[src/rtl/wp_guard_pkg.sv]
package wp_guard_pkg;

    typedef enum logic [2:0] {
        OP_NONE      = 3'd0,
        OP_WREN      = 3'd1,
        OP_ARMSR     = 3'd2,
        OP_WRSR      = 3'd3,
        OP_PROG      = 3'd4,
        OP_ERASE     = 3'd5,
        OP_CHIPERASE = 3'd6,
        OP_OTHER     = 3'd7
    } op_e;

    typedef enum logic {
        ARM_IDLE  = 1'b0,
        ARM_READY = 1'b1
    } arm_e;

    localparam int BP_W     = 4;
    localparam int SB_BUSY  = 0;
    localparam int SB_WEL   = 1;
    localparam int SB_BP_LO = 2;
    localparam int SB_AAI   = 6;
    localparam int SB_LOCK  = 7;

endpackage

[src/rtl/wp_range_decode.sv]
module wp_range_decode #(
    parameter int ADDR_W    = 20,
    parameter int FRACTIONS = 4,
    parameter int CODE_W    = 4
) (
    input  logic [CODE_W-1:0] bp_code,
    input  logic [ADDR_W-1:0] addr,
    output logic              in_region
);
    localparam int LEVELS = 1 << CODE_W;

    logic [LEVELS-1:0] hit;

    for (genvar k = 0; k < LEVELS; k++) begin : g_level
        if (k == 0) begin : g_none
            assign hit[k] = 1'b0;
        end else if (k <= FRACTIONS) begin : g_part
            localparam int TOPBITS = FRACTIONS + 1 - k;
            assign hit[k] = &addr[ADDR_W-1 -: TOPBITS];
        end else begin : g_all
            assign hit[k] = 1'b1;
        end
    end

    assign in_region = hit[bp_code];

endmodule

[src/rtl/wp_arm_fsm.sv]
module wp_arm_fsm
    import wp_guard_pkg::*;
(
    input  logic clk,
    input  logic rst_n,
    input  logic instr_valid,
    input  op_e  op,
    output logic armed
);
    arm_e state_q, state_d;

    always_ff @(posedge clk or negedge rst_n) begin
        if (!rst_n) state_q <= ARM_IDLE;
        else        state_q <= state_d;
    end

    always_comb begin
        state_d = state_q;
        if (instr_valid) begin
            unique case (state_q)
                ARM_IDLE:  state_d = (op == OP_WREN || op == OP_ARMSR) ? ARM_READY : ARM_IDLE;
                ARM_READY: state_d = (op == OP_WREN || op == OP_ARMSR) ? ARM_READY : ARM_IDLE;
            endcase
        end
    end

    always_comb begin
        unique case (state_q)
            ARM_IDLE:  armed = 1'b0;
            ARM_READY: armed = 1'b1;
        endcase
    end

endmodule

[src/rtl/wp_status_guard.sv]
module wp_status_guard
    import wp_guard_pkg::*;
#(
    parameter int ADDR_W    = 20,
    parameter int FRACTIONS = 4
) (
    input  logic              clk,
    input  logic              rst_n,
    input  logic              instr_valid,
    input  logic [2:0]        instr_code,
    input  logic [ADDR_W-1:0] addr,
    input  logic [7:0]        wr_data,
    input  logic              wp_n,
    input  logic              wel,
    input  logic              busy_in,
    input  logic              aai_in,
    output logic [7:0]        status_byte,
    output logic              op_grant,
    output logic              op_deny,
    output logic              sr_wr_grant
);
    op_e              op;
    logic             armed;
    logic             in_region;
    logic [BP_W-1:0]  bp_q;
    logic             lock_q;
    logic             is_pe, is_ce, sr_ok, pe_ok, ce_ok;
    logic             grant_d, deny_d;

    assign op = op_e'(instr_code);

    wp_arm_fsm u_arm (
        .clk         (clk),
        .rst_n       (rst_n),
        .instr_valid (instr_valid),
        .op          (op),
        .armed       (armed)
    );

    wp_range_decode #(
        .ADDR_W    (ADDR_W),
        .FRACTIONS (FRACTIONS),
        .CODE_W    (BP_W)
    ) u_range (
        .bp_code   (bp_q),
        .addr      (addr),
        .in_region (in_region)
    );

    always_comb begin
        is_pe   = instr_valid && (op == OP_PROG || op == OP_ERASE);
        is_ce   = instr_valid && (op == OP_CHIPERASE);
        sr_ok   = instr_valid && (op == OP_WRSR) && armed && (wp_n || !lock_q);
        pe_ok   = is_pe && wel && !in_region;
        ce_ok   = is_ce && wel && (bp_q == '0);
        grant_d = pe_ok || ce_ok;
        deny_d  = (is_pe || is_ce) && !grant_d;
    end

    always_ff @(posedge clk or negedge rst_n) begin
        if (!rst_n) begin
            bp_q        <= '1;
            lock_q      <= 1'b0;
            op_grant    <= 1'b0;
            op_deny     <= 1'b0;
            sr_wr_grant <= 1'b0;
        end else begin
            op_grant    <= grant_d;
            op_deny     <= deny_d;
            sr_wr_grant <= sr_ok;
            if (sr_ok) begin
                bp_q   <= wr_data[SB_BP_LO +: BP_W];
                lock_q <= wr_data[SB_LOCK];
            end
        end
    end

    always_comb begin
        status_byte                   = '0;
        status_byte[SB_BUSY]          = busy_in;
        status_byte[SB_WEL]           = wel;
        status_byte[SB_BP_LO +: BP_W] = bp_q;
        status_byte[SB_AAI]           = aai_in;
        status_byte[SB_LOCK]          = lock_q;
    end

endmodule

[config.mk]
export PLATFORM = sky130hd
export DESIGN_NAME = wp_status_guard
export DESIGN_NICKNAME = d
export VERILOG_FILES = /design/src/rtl/wp_guard_pkg.sv /design/src/rtl/wp_range_decode.sv /design/src/rtl/wp_arm_fsm.sv /design/src/rtl/wp_status_guard.sv
export SDC_FILE = /design/constraint.sdc
export NUM_CORES = 1
export LEC_CHECK = 0
export ABC_CLOCK_PERIOD_IN_PS = 1500
export BUFFER_PORTS_ARGS = -buffer_cell sky130_fd_sc_hd__clkbuf_2
export CORE_AREA = 2 2 43 45
export DETAILED_ROUTE_END_ITERATION = 6
export DIE_AREA = 0 0 45 47
export GPL_TIMING_DRIVEN = 0
export HOLD_SLACK_MARGIN = 0.1
export PLACE_DENSITY_LB_ADDON = 0.25
export SYNTH_ARGS = -nofsm -noshare
export SYNTH_HDL_FRONTEND = slang
export SYNTH_HIERARCHICAL = 1
export SYNTH_SLANG_ARGS = --single-unit
[constraint.sdc]
create_clock -name clk -period 1.5 [get_ports clk]
set_clock_uncertainty 0.05 [all_clocks]
set_input_delay 0.075 -clock clk [delete_from_list [all_inputs] [get_ports clk]]
set_output_delay 0.075 -clock clk [all_outputs]
set_load 0.01 [all_outputs]
-- Word-level counts from Yosys, hierarchy flattened
Index checks and enable logic that the tools add are counted.
- flip-flop bits (word level): 9
- logic and storage cells: 40
- output and inout bits: 11
- bits of input ports: 38
- equality and inequality tests: 6
- reduce and logical (&&, ||, !) cells: 22
- multiplexer cells: 4
- magnitude comparators: 1
- bitwise logic cells: 1
- operator list (cell ; number):
    1-bit logical AND ; 10
    3-bit == test, second input constant ; 3
    3-bit by 2-bit == test with 1-bit output, second input constant ; 2
    1-bit logical OR ; 5
    4-bit by 5-bit < comparator with 1-bit output, second input constant ; 1
    1-bit binary-select mux with 4-bit select ; 1
    4-bit zero test ; 1
    4-bit AND reduction ; 1
    3-bit by 1-bit == test with 1-bit output, second input constant ; 1
    1-bit zero test ; 3
    3-bit AND reduction ; 1
    1-bit two-way mux ; 2
    1-bit one-hot mux with 2 select lines ; 1
    2-bit AND reduction ; 1
    1-bit inverter ; 1

-- Logic depth before layout (Yosys ltp)
- depth in word-level cells: 8
- gate-level depth with buffers: 6
- gate-level depth less buffers: 6

-- By module
The synthesis kept the hierarchy.
- by module, submodules not included (module ; instances ; cells each ; sequential area each (µm²) ; area an instance (µm²)):
    wp_status_guard ; 1 ; 29 ; 205.2 ; 396.6
    wp_arm_fsm ; 1 ; 5 ; 25.0 ; 50.0
    wp_range_decode ; 1 ; 5 ; 0.0 ; 32.5

-- Worst setup path after synthesis
Ideal clock, no wire load.
- path kind: reg2reg
- start: reg bp_q[0]
- end: reg op_grant
- library setup time: 0.088 ns
- clock period less this slack: 1.443 ns
- required time: 1.362 ns
- path slack: 0.057 ns
- arrival: 1.305 ns
- cell stages (with the launch flop): 6
- cell sequence: dfstp_2 o31a_1 a311o_1 nor2_1 a31oi_1 nor3b_1
- cells in the longest elaborated chain, start to end: 5
- elaborated cells between the ends (all ways): 7
- classes of those cells: 2 x mux; 5 x reduce/logical
- ends and longest elaborated chain (element ; RTL line ; RTL):
    start: declaration ; wp_status_guard.sv:25 ; logic [BP_W-1:0] bp_q;
    start signal: assignment ; wp_status_guard.sv:72 ; bp_q <= wr_data[SB_BP_LO +: BP_W];
    1-bit binary-select mux with 4-bit select ; wp_range_decode.sv:25 ; assign in_region = hit[bp_code];
    1-bit two-way mux (implied by the code) ; wp_range_decode.sv:25 ;
    net in_region ; wp_status_guard.sv:24 ; logic in_region;
    1-bit zero test ; wp_status_guard.sv:54 ; pe_ok = is_pe && wel && !in_region;
    1-bit logical AND ; wp_status_guard.sv:54 ;
    1-bit logical OR ; wp_status_guard.sv:56 ; grant_d = pe_ok || ce_ok;
    net grant_d ; wp_status_guard.sv:28 ; logic grant_d, deny_d;
    end signal: assignment ; wp_status_guard.sv:68 ; op_grant <= grant_d;
    end: declaration ; wp_status_guard.sv:18 ; output logic op_grant,
The timed path passes the listed nets, and every way through them passes these cells. The select of a mux whose other input is x is not followed.
A chain may end at the register's enable or synchronous reset.

-- Final worst setup path
- start: reg bp_q[1]
- end: reg op_grant
The elaborated chain is that of the path after synthesis.

==> run metrics <==
status=completed; TritonCTS buffer count=3; Yosys cell types=21; CTS tree=yes; period utilization=0.974; DP HPWL=745 um; Post-synth EDFFs=0; Initial Util=0.290; WS Path Type=reg -> reg; Synth area leader=dfrtp_1; Die ar.=2120 um^2; clock latency on the worst-skew pair=0.26 ns; Final Total Pwr=0.000811 W; register share of total power=0.421; # clock sinks=9; Peak Freq=684 MHz; synth top area cells=dfrtp_1, dfstp_2, mux2_4; clock root buffer=clkbuf_4; Syn Nets=77; number of max-cap violations=0; router iterations before antenna repair=2; Seq/Total Area, Yosys=0.480; Core Box Area=1650 um^2; ANT cells=0; vias=around 440; num ports=49; DIE HEIGHT=47 um; clk buf depth=2; htree depth=1; gr ovfl total=0; Peak VDD IR=about 0.00044 V; DRT iter0 DRCs=1; RSZ-0062 raised after global routing=yes; Placement Cell Area=636 um^2; Synth top cells by count=dfrtp_1, mux2_4, buf_4, dfstp_2, inv_1; Critical Path AT=1.58 ns; WP data required=1.62 ns; post-placement setup slack=-0.0135 ns; fin worst setup slack=0.0383 ns; antenna viol nets, final=0; Slew @ Worst Pin=0.347 ns; Via density=4.43; worst hold path class=in -> async; die width=45 um; final setup vio count=0; crit end category=flop; Synth Flop Type=dfrtp_1; switching share of power=0.282; PD cells=about 990 nW/um^2; Synth Instances=39; Comb pwr share=0.353; vias in the first global route=402; Routed WL=between 1000 and 1500 um; WL/cell=10.7 um; CP max FO=4; layout cells sized above 1=0.610; worst rel slew slack=0.766; Tmin final=1.46 ns; Port Buffers=27; nets=121; final hold vios=0; Lkg Pwr=0.447 nW; net switching power figure=between 0.0002 and 0.00025 W; Ys Warns=6; Slew Limit Fails=0; Synth top area share=0.261; asr flop ratio synth=1.00; global-route wire length before repair=1620 um; startpoint types=flop; synthesis-to-finish area growth=71.0%; remaining routing DRC violations=0; Post-Syn Area=479 um^2; #FFs+latches synth=9; antenna violations before repair=0; clk slew on worst S/H paths=0.06 ns; clock group share of total power=0.226; Avg Cell Area, Syn=between 10 and 15 um^2; all-layer global routing usage=0.113; FF-to-FF path depth=5; Finished Cell Area=820 um^2; RD Place Congestion=0.673; largest net degree at the start of global routing=10; Rows=15; Internal Pwr Total=0.000582 W
==> worst paths after layout <==
check | from | endpoint | slack [ns]
min in group clk | instr_code[0] | op_deny | 0.20
min | rst_n | op_grant | 0.15
min reg2reg | lock_q | lock_q | 0.50
max in group asynchronous | rst_n | bp_q[0] | 0.98
max | bp_q[1] | op_grant | 0.04
max reg2reg | bp_q[1] | op_grant | 0.04
==> kinds of logic after synthesis <==
family / Yosys count / synth area share
DFF: 9 / 0.480
buffers and inverters: 7 / 0.0862
muxes: 5 / 0.157
AOI/OAI and AO/OA: 7 / 0.112
and+or+nand+nor: 10 / 0.146
xor gates and xnor gates: 1 / 0.0183
==> metal layers <==
metal | vias up | global-route usage | wire length [um]
met5 | - | 0 | 0
met4 | 0 | 0.0882 | 18
met3 | 2 | 0.0231 | 78
met2 | 20 | 0.177 | 500
met1 | 193 | 0.134 | 464
li1 | 224 | - | -
==> registers in the layout, indices dropped and copies added, names as in the netlist <==
signal         count
op_deny            1
u_arm/state_q      1
bp_q               4
lock_q             1
sr_wr_grant        1
op_grant           1
==> what timing repair did <==
action / in CTS / in global routing
pin swaps: 1 / 6
resized for setup: 0 / 8
endpoints found under the hold margin: 18 / 0
hold buffers: 12 / 0
buffers inserted: 2 / 0
endpoints found under the setup margin: 2 / 3
==> critical path, stage by stage (launching register included) <==
cell	delay, ns
dfstp_2	0.38
o31a_1	0.29
a311o_1	0.28
nor2_2	0.13
a31oi_1	0.05
nor3b_1	0.21
==> cells in the final DEF, fill, tap and decap left out, drive strengths merged, types with 2 or more instances in the layout <==
cell type,count
nand3,2
nand2,2
nand2b,2
inv,3
dfstp,4
buf,6
dfrtp,5
clkbuf,29
dlygate4sd3,10
dlymetal6s4s,2
mux2,5
==> cell type report <==
class | instances | area, um^2
plain buffers | 4 | 30.0
clock buffers | 4 | 26.3
flip-flops and latches | 9 | 230
well taps | 17 | 21.3
fillers | 155 | 832
multi-input cells | 23 | 235
inverters | 3 | 11.3
repair buffers | 39 | 265
==> power groups by stage <==
| stage | Combinational [W] | Sequential [W] | Clock, W |
|---|---|---|---|
| after global routing | 0.000314 | 0.000348 | 0.000212 |
| final | 0.000286 | 0.000341 | 0.000183 |
| after detailed placement | 0.000226 | 0.000349 | 0 |
| after CTS | 0.000277 | 0.000340 | 0.000193 |
| after global placement | 0.000224 | 0.000347 | 0 |
| after floorplan | 0.000131 | 0.000354 | 0 |
==> stage by stage <==
stage | hold WS, ns | TNS (ns) | util | std cells
finish | 0.154 | 0 | 0.496 | 99
global route | 0.161 | -0.0800 | 0.496 | 99
CTS | 0.155 | 0 | 0.483 | 101
detailed placement | -0.109 | -0.0150 | 0.385 | 83
global placement | -0.110 | -0.0286 | 0.385 | 83
floorplan | -0.271 | 0 | - | 39
Note: power is estimated with default switching activity, not from simulation.
